===== config.mk =====
export PLATFORM = sky130hd
export DESIGN_NAME = cm_char_seq
export DESIGN_NICKNAME = d
export VERILOG_FILES = /design/src/rtl/cm_pkg.sv /design/src/rtl/cm_decode.sv /design/src/rtl/cm_loop_ctl.sv /design/src/rtl/cm_ptr_unit.sv /design/src/rtl/cm_char_seq.sv
export SDC_FILE = /design/constraint.sdc
export NUM_CORES = 1
export LEC_CHECK = 0
export BUFFER_PORTS_ARGS = -buffer_cell sky130_fd_sc_hd__buf_2
export CAP_MARGIN = 20
export CORE_ASPECT_RATIO = 0.7
export CORE_MARGIN = 2
export CORE_UTILIZATION = 55
export CTS_BUF_LIST = sky130_fd_sc_hd__clkbuf_4 sky130_fd_sc_hd__clkbuf_8
export DETAILED_ROUTE_END_ITERATION = 10
export HOLD_SLACK_MARGIN = 0.05
export MAX_ROUTING_LAYER = met4
export PLACE_DENSITY_LB_ADDON = 0.1
export SLEW_MARGIN = 5
export SYNTH_ARGS = -nofsm -noshare
export SYNTH_HDL_FRONTEND = slang
export SYNTH_SLANG_ARGS = --single-unit

===== constraint.sdc =====
create_clock -name clk -period 2.3 [get_ports clk]
set_input_delay 0 -clock clk [delete_from_list [all_inputs] [get_ports clk]]
set_output_delay 0 -clock clk [all_outputs]
set_load 0.02 [all_outputs]

===== src/rtl/cm_pkg.sv =====
package cm_pkg;
    localparam int REP_W   = 6;
    localparam int OP_W    = 6;
    localparam int CHAR_W  = 6;
    localparam int INSTR_W = REP_W + OP_W;

    localparam logic [OP_W-1:0] OP_MOVE  = OP_W'('h01);
    localparam logic [OP_W-1:0] OP_OPEN  = OP_W'('h02);
    localparam logic [OP_W-1:0] OP_CLOSE = OP_W'('h03);
    localparam logic [OP_W-1:0] OP_LEAVE = OP_W'('h3F);

    typedef enum logic [1:0] {
        ST_IDLE,
        ST_DISPATCH,
        ST_MOVE
    } seq_state_t;

    typedef enum logic [2:0] {
        K_NOP,
        K_MOVE,
        K_MOVE_EMPTY,
        K_OPEN,
        K_CLOSE,
        K_LEAVE
    } instr_kind_t;

    typedef struct packed {
        instr_kind_t        kind;
        logic [REP_W-1:0]   rep;
    } decoded_t;
endpackage


===== src/rtl/cm_decode.sv =====
module cm_decode
    import cm_pkg::*;
(
    input  logic [INSTR_W-1:0] instr,
    output decoded_t           dec
);
    logic [OP_W-1:0]  opcode;
    logic [REP_W-1:0] count;

    assign opcode = instr[OP_W-1:0];
    assign count  = instr[INSTR_W-1:OP_W];

    always_comb begin
        dec.rep = count;
        unique case (opcode)
            OP_MOVE:  dec.kind = (count == '0) ? K_MOVE_EMPTY : K_MOVE;
            OP_OPEN:  dec.kind = K_OPEN;
            OP_CLOSE: dec.kind = K_CLOSE;
            OP_LEAVE: dec.kind = K_LEAVE;
            default:  dec.kind = K_NOP;
        endcase
    end
endmodule


===== src/rtl/cm_loop_ctl.sv =====
module cm_loop_ctl
    import cm_pkg::*;
#(
    parameter int PC_W = 8
) (
    input  logic             clk,
    input  logic             rst_n,
    input  logic             open_loop,
    input  logic             close_loop,
    input  logic [REP_W-1:0] open_count,
    input  logic [PC_W-1:0]  open_pc,
    output logic             go_back,
    output logic [PC_W-1:0]  back_pc
);
    logic [REP_W-1:0] iter_q;
    logic [PC_W-1:0]  head_q;

    assign go_back = iter_q > REP_W'(1);
    assign back_pc = head_q + 1'b1;

    always_ff @(posedge clk or negedge rst_n) begin
        if (!rst_n) begin
            iter_q <= '0;
            head_q <= '0;
        end else if (open_loop) begin
            iter_q <= open_count;
            head_q <= open_pc;
        end else if (close_loop) begin
            iter_q <= go_back ? iter_q - 1'b1 : '0;
        end
    end
endmodule


===== src/rtl/cm_ptr_unit.sv =====
module cm_ptr_unit
    import cm_pkg::*;
#(
    parameter int ADDR_W = 8
) (
    input  logic              clk,
    input  logic              rst_n,
    input  logic              load_base,
    input  logic [ADDR_W-1:0] src_base,
    input  logic [ADDR_W-1:0] dst_base,
    input  logic              load_len,
    input  logic [REP_W-1:0]  len,
    input  logic              step,
    output logic [ADDR_W-1:0] src_ptr,
    output logic [ADDR_W-1:0] dst_ptr,
    output logic              last_char
);
    logic [REP_W-1:0] left_q;

    assign last_char = left_q == REP_W'(1);

    always_ff @(posedge clk or negedge rst_n) begin
        if (!rst_n) begin
            src_ptr <= '0;
            dst_ptr <= '0;
        end else if (load_base) begin
            src_ptr <= src_base;
            dst_ptr <= dst_base;
        end else if (step) begin
            src_ptr <= src_ptr + 1'b1;
            dst_ptr <= dst_ptr + 1'b1;
        end
    end

    always_ff @(posedge clk or negedge rst_n) begin
        if (!rst_n)
            left_q <= '0;
        else if (load_len)
            left_q <= len;
        else if (step)
            left_q <= left_q - 1'b1;
    end
endmodule


===== src/rtl/cm_char_seq.sv =====
module cm_char_seq
    import cm_pkg::*;
#(
    parameter int PC_W   = 8,
    parameter int ADDR_W = 8
) (
    input  logic              clk,
    input  logic              rst_n,
    input  logic              start,
    input  logic [PC_W-1:0]   start_pc,
    input  logic [ADDR_W-1:0] src_base,
    input  logic [ADDR_W-1:0] dst_base,
    output logic [PC_W-1:0]   pc,
    input  logic [11:0]       instr,
    output logic              rd_en,
    output logic [ADDR_W-1:0] rd_addr,
    input  logic [5:0]        rd_data,
    output logic              wr_en,
    output logic [ADDR_W-1:0] wr_addr,
    output logic [5:0]        wr_data,
    output logic              char_mode,
    output logic              mode_exit
);
    seq_state_t       state_q, state_d;
    logic [PC_W-1:0]  pc_q, pc_d;
    decoded_t         dec;
    logic             launch, do_open, do_close, move_begin, move_step;
    logic             go_back, last_char;
    logic [PC_W-1:0]  back_pc;

    cm_decode u_decode (
        .instr (instr),
        .dec   (dec)
    );

    cm_loop_ctl #(.PC_W(PC_W)) u_loop (
        .clk        (clk),
        .rst_n      (rst_n),
        .open_loop  (do_open),
        .close_loop (do_close),
        .open_count (dec.rep),
        .open_pc    (pc_q),
        .go_back    (go_back),
        .back_pc    (back_pc)
    );

    cm_ptr_unit #(.ADDR_W(ADDR_W)) u_ptr (
        .clk       (clk),
        .rst_n     (rst_n),
        .load_base (launch),
        .src_base  (src_base),
        .dst_base  (dst_base),
        .load_len  (move_begin),
        .len       (dec.rep),
        .step      (move_step),
        .src_ptr   (rd_addr),
        .dst_ptr   (wr_addr),
        .last_char (last_char)
    );

    // State register
    always_ff @(posedge clk or negedge rst_n) begin
        if (!rst_n) begin
            state_q <= ST_IDLE;
            pc_q    <= '0;
        end else begin
            state_q <= state_d;
            pc_q    <= pc_d;
        end
    end

    // Transitions
    always_comb begin
        state_d    = state_q;
        pc_d       = pc_q;
        launch     = 1'b0;
        do_open    = 1'b0;
        do_close   = 1'b0;
        move_begin = 1'b0;
        move_step  = 1'b0;
        unique case (state_q)
            ST_IDLE: begin
                if (start) begin
                    state_d = ST_DISPATCH;
                    pc_d    = start_pc;
                    launch  = 1'b1;
                end
            end
            ST_DISPATCH: begin
                unique case (dec.kind)
                    K_MOVE: begin
                        state_d    = ST_MOVE;
                        move_begin = 1'b1;
                    end
                    K_OPEN: begin
                        do_open = 1'b1;
                        pc_d    = pc_q + 1'b1;
                    end
                    K_CLOSE: begin
                        do_close = 1'b1;
                        pc_d     = go_back ? back_pc : pc_q + 1'b1;
                    end
                    K_LEAVE: state_d = ST_IDLE;
                    default: pc_d = pc_q + 1'b1;
                endcase
            end
            ST_MOVE: begin
                move_step = 1'b1;
                if (last_char) begin
                    state_d = ST_DISPATCH;
                    pc_d    = pc_q + 1'b1;
                end
            end
            default: state_d = ST_IDLE;
        endcase
    end

    // Outputs
    always_comb begin
        pc        = pc_q;
        char_mode = state_q != ST_IDLE;
        rd_en     = state_q == ST_MOVE;
        wr_en     = state_q == ST_MOVE;
        wr_data   = rd_data;
        mode_exit = (state_q == ST_DISPATCH) && (dec.kind == K_LEAVE);
    end
endmodule


==> results.json, run 1 <==
{
  "status": "complete, no violations",
  "tightest_slew_ns": 0.5917,
  "reg2reg_slack_ns": 0.12,
  "drive_gt1_frac": 0.2401,
  "r2r_end": "pc[5]",
  "syn_area_per_cell_um2": 9.088,
  "clock_latency_ns": 0.30,
  "maxCapViolations": 0,
  "post-dp-hpwl_mm": 5.060,
  "die-area_um2": 5999,
  "synth_edf_count": 0,
  "ir_drop_mv": 0.6808,
  "grt_usage": 0.2686,
  "hold_class": "input port to flip-flop",
  "io_buffer_count": 66,
  "viasPerCell": 5.479,
  "reg2regPathDepth": 7,
  "start_kind": "flip-flop",
  "gr-total-overflow": 0,
  "die_w_um": 91.73,
  "synth_common_cells": "46 x dfrtp_1, 41 x nand2_1, 29 x o21ai_0, 28 x nor2_1",
  "synthArstFlopShare": 1.000,
  "hold_depth": 4,
  "synth_top_area_share": 0.3885,
  "finalHoldViolations": 0,
  "fillerInstances": 432,
  "cts_inserted_buffers": 5,
  "cts_sinks": 46,
  "initial_core_util": 0.5665,
  "final_util": 0.7299,
  "synth_nets": 384,
  "final.min_clock_period_ns": 2.180,
  "post_drt_wl_per_cell_um": 14.52,
  "io_pins": 79,
  "startpoint": "u_loop.iter_q[0]",
  "areaGrowthSynthToFinish_pct": 28.84,
  "worst_ep_arrival_time_ns": 2.35,
  "die_y_um": 65.41,
  "routed_wl_mm": 7.274,
  "synthTopCellsByArea": "dfrtp_1 39%, ha_1 5.5%, nand2_1 5.2%",
  "clock_path_buffers": 2,
  "min_from": "start_pc[2]",
  "max-slew-margin-rel": 0.6056,
  "cp_slowest_stage_delay_ns": 0.42,
  "ys.flop_type": "dfrtp_1",
  "dr.pass1.iters": 5,
  "leakage_uw": 0.001718,
  "synth_cells": 326,
  "ys_ff_latch": 46,
  "cp.required_ns": 2.47,
  "grt_setup_unrepaired": "no",
  "critical_path_class": "flip-flop to flip-flop",
  "grt_max_degree": 47,
  "setup_tns_ns": 0,
  "gp_congestion": 0.8873,
  "slowest_stage": "dfrtp_1",
  "ant_nets": 0,
  "yosysUniqueCellTypes": 49,
  "root_buffer": "clkbuf_8",
  "clkTransAtPathRegs_ns": 0.09,
  "drt-initial-drc-count": 191,
  "cp-end-kind": "flip-flop",
  "cp_max_fo": 8,
  "antenna_found_initial": 0,
  "synth_area_um2": 2963,
  "grt_pass1_vias": 2659,
  "cts_setup_buffers": 0,
  "power_density_nw_per_um2": 1216,
  "max_freq_ghz": 0.4586,
  "remaining_drc_errors": 0,
  "core_um2": 5230,
  "nets": 486,
  "hold_end": "pc[2]",
  "grt_pass1_wl_mm": 12.41,
  "finClkSkew_ns": 0.01157,
  "dr_total_vias": 2745,
  "yosysWarnings": 0,
  "r2r_start": "u_loop.iter_q[0]",
  "cts_tree": "yes",
  "cp_cell_sequence": "inv_1, ha_1, o21ba_2, a211o_1, o211a_1, a2111oi_0, o31ai_1",
  "drv_slew": 0,
  "timing.final.crit_share": 0.9480,
  "num_antenna_cells": 0,
  "synth-seq-area-share": 0.3885,
  "synth_area_leader_cell": "dfrtp_1",
  "yosysMostFrequentCell": "dfrtp_1",
  "row_count": 22,
  "report.final.setup_viol": 0,
  "cts_max_level": 2
}
==> kinds of logic (layout without fill, tap and decap cells) <==
kind of cell / count (synthesis) / count (layout) / synth area share
DFF: 46 / 46 / 0.3885
muxes: 25 / 25 / 0.09079
AOI/OAI and AO/OA: 69 / 69 / 0.1609
adders and majority gates: 13 / 13 / 0.05490
and+or+nand+nor: 116 / 116 / 0.1812
buffers and inverters: 32 / 135 / 0.04983
xor gates and xnor gates: 25 / 25 / 0.07390
==> cell usage in the layout, fill, tap and decap left out, drive strengths merged, types with 2 or more instances in the layout <==
cell type / instances
nor4: 3
mux2: 15
xnor2: 13
dlygate4sd3: 34
clkbuf: 7
nand2: 41
o31ai: 4
nand3: 15
and3: 2
inv: 15
nor3: 8
a21oi: 5
nor4b: 2
nand4: 8
ha: 13
o211ai: 3
dfrtp: 46
nor2: 30
buf: 78
mux2i: 10
a2111oi: 4
o21a: 3
xor2: 12
a221oi: 5
o21ai: 32
or3: 3
==> worst max-delay path, delay by kind of cell (launching register included) <==
kind,cells,cell delay [ns]
buffers and inverters,1,0.07
flip-flops,1,0.42
adder cells (fa/ha/maj),1,0.23
AO/OA/AOI/OAI,5,1.33
==> cell type report <==
type | instances | area (µm²) | area share
multi-input combinational | 248 | 1664 | 0.4359
sequential | 46 | 1151 | 0.3015
timing repair buffer | 112 | 760.7 | 0.1993
clock buffer | 7 | 90.09 | 0.02360
tap | 72 | 90.09 | 0.02360
inverter | 15 | 56.30 | 0.01475
clock inverter | 1 | 5.005 | 0.001311
==> power by group <==
group	internal, µW	switching (µW)
Sequential	1180	446
Clock	255	272
Combinational	1060	1420
Total	2500	2140
==> how the worst max path moves through the flow <==
stage,end
CTS,pc[5]
detailed placement,pc[5]
floorplan,u_ptr.left_q[5]
global placement,pc[5]
finish,pc[5]
global route,pc[5]
==> state kept, by name, indices dropped and copies added, names as in the netlist <==
signal / count
pc: 8
state_q: 2
u_loop.head_q: 8
u_loop.iter_q: 6
u_ptr.dst_ptr: 8
u_ptr.left_q: 6
u_ptr.src_ptr: 8
==> metal layers <==
metal | global-route usage | vias to the layer above | wire length [µm]
met5 | - | - | 0
met4 | 0.08396 | 0 | 106
met3 | 0.04358 | 13 | 361
met2 | 0.4256 | 85 | 3422
met1 | 0.3604 | 1287 | 3384
li1 | - | 1360 | -
==> through the flow <==
stage	setup WS, ns	hold WS, ns	area, µm²	cells	total power (µW)
2_1_floorplan	0.2450	-0.2956	2963	326	3288
3_3_place_gp	0.2321	0.0001367	3382	459	3985
3_5_place_dp	0.1590	0.0001367	3382	459	4057
4_1_cts	0.1424	0.09434	3817	501	4646
5_1_grt	0.03938	0.1002	3817	501	5045
6_report	0.1196	0.09957	3817	501	4640
==> timing repair <==
item	CTS	global route
endpoints found under the hold margin	85	0
endpoints found under the setup margin	0	0
gates resized for setup	0	0
hold buffers	34	0
Power figures use the tool's default switching activity.
==> run 2: changes to the inputs <==
--- a/config.mk
+++ b/config.mk
@@ -6,14 +6,12 @@
 export NUM_CORES = 1
 export LEC_CHECK = 0
 export BUFFER_PORTS_ARGS = -buffer_cell sky130_fd_sc_hd__buf_2
-export CAP_MARGIN = 20
 export CORE_ASPECT_RATIO = 0.7
 export CORE_MARGIN = 2
-export CORE_UTILIZATION = 55
+export CORE_UTILIZATION = 49
 export CTS_BUF_LIST = sky130_fd_sc_hd__clkbuf_4 sky130_fd_sc_hd__clkbuf_8
 export DETAILED_ROUTE_END_ITERATION = 10
 export HOLD_SLACK_MARGIN = 0.05
-export MAX_ROUTING_LAYER = met4
 export PLACE_DENSITY_LB_ADDON = 0.1
 export SLEW_MARGIN = 5
 export SYNTH_ARGS = -nofsm -noshare
==> constraint.sdc (replaced) <==
create_clock -name clk -period 1.9 [get_ports clk]
set_input_delay 0 -clock clk [delete_from_list [all_inputs] [get_ports clk]]
set_output_delay 0 -clock clk [all_outputs]
set_load 0.02 [all_outputs]
==> results.json, run 2 (synthesis gave the netlist of run 1 again) <==
{
  "initial_core_util": 0.5122,
  "clock_latency_ns": 0.30,
  "stdcell_count": 534,
  "top_usage_layer": "met2",
  "p_total_uw": 6247,
  "cp_slowest_stage_delay_ns": 0.41,
  "drive_gt1_frac": 0.3399,
  "num_antenna_cells": 0,
  "max_freq_ghz": 0.5186,
  "remaining_drc_errors": 0,
  "row_count": 23,
  "finalHoldViolations": 0,
  "min_from": "instr[9]",
  "grt_setup_unrepaired": "yes",
  "io_pins": 79,
  "areaGrowthSynthToFinish_pct": 41.89,
  "grt_usage": 0.2384,
  "dp_cells": 484,
  "r2r_start": "u_loop.iter_q[0]",
  "crit_family": "compound AO/OA/AOI/OAI gates",
  "ir_drop_mv": 0.8518,
  "drv_slew": 0,
  "timing.final.crit_share": 1.015,
  "cts_sinks": 46,
  "slowest_stage": "dfrtp_1",
  "drt-initial-drc-count": 148,
  "root_buffer": "clkbuf_8",
  "status": "finished, violations left",
  "cp_num_buf_inv": 0,
  "die-area_um2": 6695,
  "placed_area_um2": 3596,
  "setup_ws_ns": -0.02822,
  "nets": 516,
  "cp_cell_sequence": "ha_2, o21ba_4, a211o_4, a21o_4, a221oi_2, o2bb2ai_1",
  "cts_inserted_buffers": 5,
  "antenna_found_initial": 0,
  "start_kind": "flip-flop",
  "cp_max_fo": 7,
  "cp-end-kind": "flip-flop",
  "setup_tns_ns": -0.02822,
  "io_buffer_count": 66,
  "power_density_nw_per_um2": 1486,
  "mostFrequentLayoutCells": "65 x buf_2, 46 x dfrtp_1, 41 x nand2_1, 39 x buf_4, 33 x dlygate4sd3_1",
  "worst_ep_arrival_time_ns": 2.12,
  "ant_nets": 0,
  "post_drt_wl_per_cell_um": 14.88,
  "maxCapViolations": 0,
  "leakage_uw": 0.001904,
  "clock_path_buffers": 2,
  "cts_max_level": 2,
  "core_um2": 5784,
  "gp_congestion": 0.8524,
  "grt_max_degree": 33,
  "grtUsageMet2": 0.3634,
  "dr.pass1.iters": 4,
  "final.min_clock_period_ns": 1.928,
  "max-slew-margin-rel": 0.6446,
  "finClkSkew_ns": 0.003299,
  "die_y_um": 69.06,
  "use_met3": 0.04564,
  "routed_wl_mm": 7.947,
  "fin_area_um2": 4204,
  "post-dp-hpwl_mm": 5.610,
  "cts_tree": "yes",
  "viasPerCell": 5.375,
  "violations": "setup timing",
  "gr-total-overflow": 0,
  "cp.required_ns": 2.09,
  "startpoint": "u_loop.iter_q[0]",
  "clkTransAtPathRegs_ns": 0.09,
  "dr_total_vias": 2870,
  "critical_path_class": "flip-flop to flip-flop",
  "die_w_um": 96.94,
  "grt_pass1_vias": 2742,
  "report.final.setup_viol": 1,
  "grt_pass1_wl_mm": 13.05,
  "met1_usage": 0.3532,
  "dp_slack_ns": -0.09189,
  "tightest_slew_ns": 0.5290,
  "mostFrequentLayoutCell": "buf_2",
  "hold_class": "input port to flip-flop"
}
run 2: cell types whose count changed in the layout (fill, tap and decap cells not counted), moves of 3 or more:
cell / before / now
buf_6: 0 / 3
ha_1: 13 / 9
a221oi_1: 5 / 1
buf_4: 12 / 39
a2111oi_0: 3 / 0
ha_2: 0 / 3
a221oi_2: 0 / 4
run 2: where the power goes:
part | leakage [µW] | internal, µW | switching, µW | total (µW)
registers | 0.000577 | 1430 | 541 | 1970
clock network | 0.0000517 | 309 | 344 | 653
logic | 0.00128 | 1690 | 1930 | 3620
total | 0.00190 | 3440 | 2810 | 6250
run 2: final timing paths:
path | endpoint | slack, ns | cells past startpoint
max in group asynchronous | u_loop.head_q[0] | 1.18 | 3
min in group asynchronous | u_ptr.dst_ptr[5] | 0.14 | 2
max | pc[3] | -0.03 | 6
max reg2reg | pc[3] | -0.03 | 6
min reg2reg | u_loop.head_q[7] | 0.54 | 1
min | u_loop.iter_q[3] | 0.06 | 3
run 2: timing repair:
item | 4_1_cts | 5_1_grt
gates cloned | 0 | 0
hold endpoints to repair | 85 | 0
resized for setup | 6 | 19
endpoints found under the setup margin | 5 | 16
pin swaps | 2 | 14
buffers inserted | 1 | 8
hold buffers | 34 | 0
run 2: layout make-up:
cell class,count,area [µm²]
inverters,15,56.30
well taps,75,93.84
repair buffers,142,1015
multi-input cells,248,1793
clock inverters,1,5.005
fillers,442,1580
flip-flops and latches,46,1151
clock buffers,7,90.09
run 2: tightest hold or removal path: cells and delay by family:
kind                   cells  cell delay [ns]
buffers and inverters      1             0.21
and+or+nand+nor            1             0.06
AOI/OAI and AO/OA          1             0.06
run 2: stage by stage:
stage          hold WS [ns]    util
2_1_floorplan       -0.2956       -
3_3_place_gp       -0.06250  0.6217
3_5_place_dp       -0.05930  0.6217
4_1_cts             0.09184  0.7037
5_1_grt             0.08455  0.7268
6_report            0.05663  0.7268
run 2: metal layers:
| layer | share of wire | wire [µm] | vias to the layer above |
|---|---|---|---|
| li1 | - | - | 1418 |
| met1 | 0.47 | 3760 | 1354 |
| met2 | 0.46 | 3617 | 91 |
| met3 | 0.064 | 509 | 7 |
| met4 | 0.0074 | 59 | 0 |
| met5 | 0 | 0 | - |
==> run 3: changes to the inputs <==
--- a/config.mk
+++ b/config.mk
@@ -7,12 +7,12 @@
 export LEC_CHECK = 0
 export BUFFER_PORTS_ARGS = -buffer_cell sky130_fd_sc_hd__buf_2
 export CORE_ASPECT_RATIO = 0.7
-export CORE_MARGIN = 2
 export CORE_UTILIZATION = 49
 export CTS_BUF_LIST = sky130_fd_sc_hd__clkbuf_4 sky130_fd_sc_hd__clkbuf_8
 export DETAILED_ROUTE_END_ITERATION = 10
 export HOLD_SLACK_MARGIN = 0.05
 export PLACE_DENSITY_LB_ADDON = 0.1
+export SKIP_LAST_GASP = 1
 export SLEW_MARGIN = 5
 export SYNTH_ARGS = -nofsm -noshare
 export SYNTH_HDL_FRONTEND = slang
==> constraint.sdc (replaced) <==
create_clock -name clk -period 1.9 [get_ports clk]
set_input_delay 0.095 -clock clk [delete_from_list [all_inputs] [get_ports clk]]
set_output_delay 0.095 -clock clk [all_outputs]
set_load 0.02 [all_outputs]
==> results.json, run 3 (synthesis gave the netlist of run 1 again) <==
{
  "placed_area_um2": 3664,
  "core_um2": 5784,
  "leakage_uw": 0.001874,
  "cp-end-kind": "flip-flop",
  "io_buffer_count": 66,
  "min_from": "instr[8]",
  "crit_family": "compound AO/OA/AOI/OAI gates",
  "drt-initial-drc-count": 126,
  "cp.required_ns": 2.10,
  "cts_tree": "yes",
  "hold_end": "u_ptr.left_q[2]",
  "cp_slowest_stage_delay_ns": 0.39,
  "tightest_slew_ns": 0.5902,
  "routed_wl_mm": 7.702,
  "hold_class": "input port to flip-flop",
  "gp_congestion": 0.8344,
  "cts_inserted_buffers": 5,
  "final_util": 0.7110,
  "drive_gt1_frac": 0.3571,
  "status": "finished, violations left",
  "num_antenna_cells": 0,
  "finClkSkew_ns": 0.004149,
  "areaGrowthSynthToFinish_pct": 38.81,
  "grt_pass1_vias": 2685,
  "hold_depth": 2,
  "reg2reg_slack_ns": -0.05,
  "cp_cell_sequence": "inv_2, ha_4, o21ba_4, buf_6, a211oi_2, buf_4, mux2i_2, a221oi_2, o31ai_1",
  "worst_ep_arrival_time_ns": 2.15,
  "cp_num_buf_inv": 3,
  "dr.pass1.iters": 4,
  "clock_path_buffers": 2,
  "die_w_um": 94.94,
  "initial_core_util": 0.5122,
  "dp_cells": 493,
  "ir_drop_mv": 0.7590,
  "timing.final.crit_share": 1.025,
  "root_buffer": "clkbuf_8",
  "report.final.setup_viol": 3,
  "grt_usage": 0.2538,
  "dr_total_vias": 2823,
  "die_y_um": 67.06,
  "final.min_clock_period_ns": 1.947,
  "reg2regPathDepth": 9,
  "grt_setup_unrepaired": "yes",
  "clkTransAtPathRegs_ns": 0.09,
  "dp_slack_ns": -0.1641,
  "p_total_uw": 6417,
  "cts_sinks": 46,
  "gr-total-overflow": 0,
  "post-dp-hpwl_mm": 5.544,
  "io_pins": 79,
  "cts_max_level": 2,
  "r2r_end": "pc[0]",
  "mostFrequentLayoutCells": "65 x buf_2, 46 x dfrtp_1, 43 x buf_4, 41 x nand2_1, 29 x o21ai_0",
  "setup_ws_ns": -0.04741,
  "stdcell_count": 523,
  "row_count": 23,
  "grt_pass1_wl_mm": 12.36,
  "max_freq_ghz": 0.5135,
  "cp_max_fo": 4,
  "clock_latency_ns": 0.30,
  "remaining_drc_errors": 0,
  "power_density_nw_per_um2": 1560,
  "mostFrequentLayoutCell": "buf_2",
  "finalHoldViolations": 0,
  "critical_path_class": "flip-flop to flip-flop",
  "antenna_found_initial": 0,
  "nets": 505,
  "r2r_start": "u_loop.iter_q[0]",
  "violations": "setup timing",
  "max-slew-margin-rel": 0.6065,
  "drv_slew": 0,
  "ant_nets": 0,
  "slowest_stage": "dfrtp_1",
  "post_drt_wl_per_cell_um": 14.73,
  "grt_max_degree": 47,
  "die-area_um2": 6367,
  "fin_area_um2": 4113,
  "start_kind": "flip-flop",
  "maxCapViolations": 0,
  "viasPerCell": 5.398
}
[run 3: worst max-delay path by stage]
stage                          start    endpoint  slack [ns]  cells past startpoint
global placement            instr[2]  state_q[1]       -0.11                      6
floorplan                   instr[2]  state_q[1]       -0.08                      6
detailed placement          instr[2]  state_q[1]       -0.16                      6
global route              state_q[0]       pc[7]       -0.16                      5
CTS                 u_loop.iter_q[1]       pc[0]       0.004                      9
finish              u_loop.iter_q[0]       pc[0]       -0.05                      9
[run 3: metal layers]
| metal | GRT usage | up-vias | wire length (µm) |
|---|---|---|---|
| li1 | - | 1404 | - |
| met1 | 0.3369 | 1315 | 3794 |
| met2 | 0.4164 | 88 | 3434 |
| met3 | 0.05251 | 16 | 387 |
| met4 | 0.07386 | 0 | 86 |
| met5 | 0 | - | 0 |
[run 3: timing repair]
item                                    CTS  global route
hold endpoints to repair                 65             0
setup buffers                             0             4
pin swaps                                 7            15
gates resized for setup                   9            19
hold buffers                             19             0
endpoints found under the setup margin    8            17
[run 3: layout make-up]
type                            count  area (µm²)
Multi-Input combinational cell    248        1822
Clock inverter                      1       5.005
Sequential cell                    46        1151
Inverter                           15       56.30
Timing Repair Buffer              131       894.6
Clock buffer                        7       90.09
Tap cell                           75       93.84
Fill cell                         451        1672
[run 3: through the flow]
stage          hold WS [ns]  setup TNS (ns)
2_1_floorplan       -0.2006        -0.07541
3_3_place_gp         0.1902         -0.6251
3_5_place_dp         0.1902         -0.8056
4_1_cts             0.05060               0
5_1_grt             0.06836         -0.6565
6_report            0.06572        -0.08416
[run 3: power by group]
part | total (µW) | internal, µW | switching [µW]
sequential | 1970 | 1430 | 532
clock | 638 | 308 | 330
combinational | 3810 | 1820 | 1990
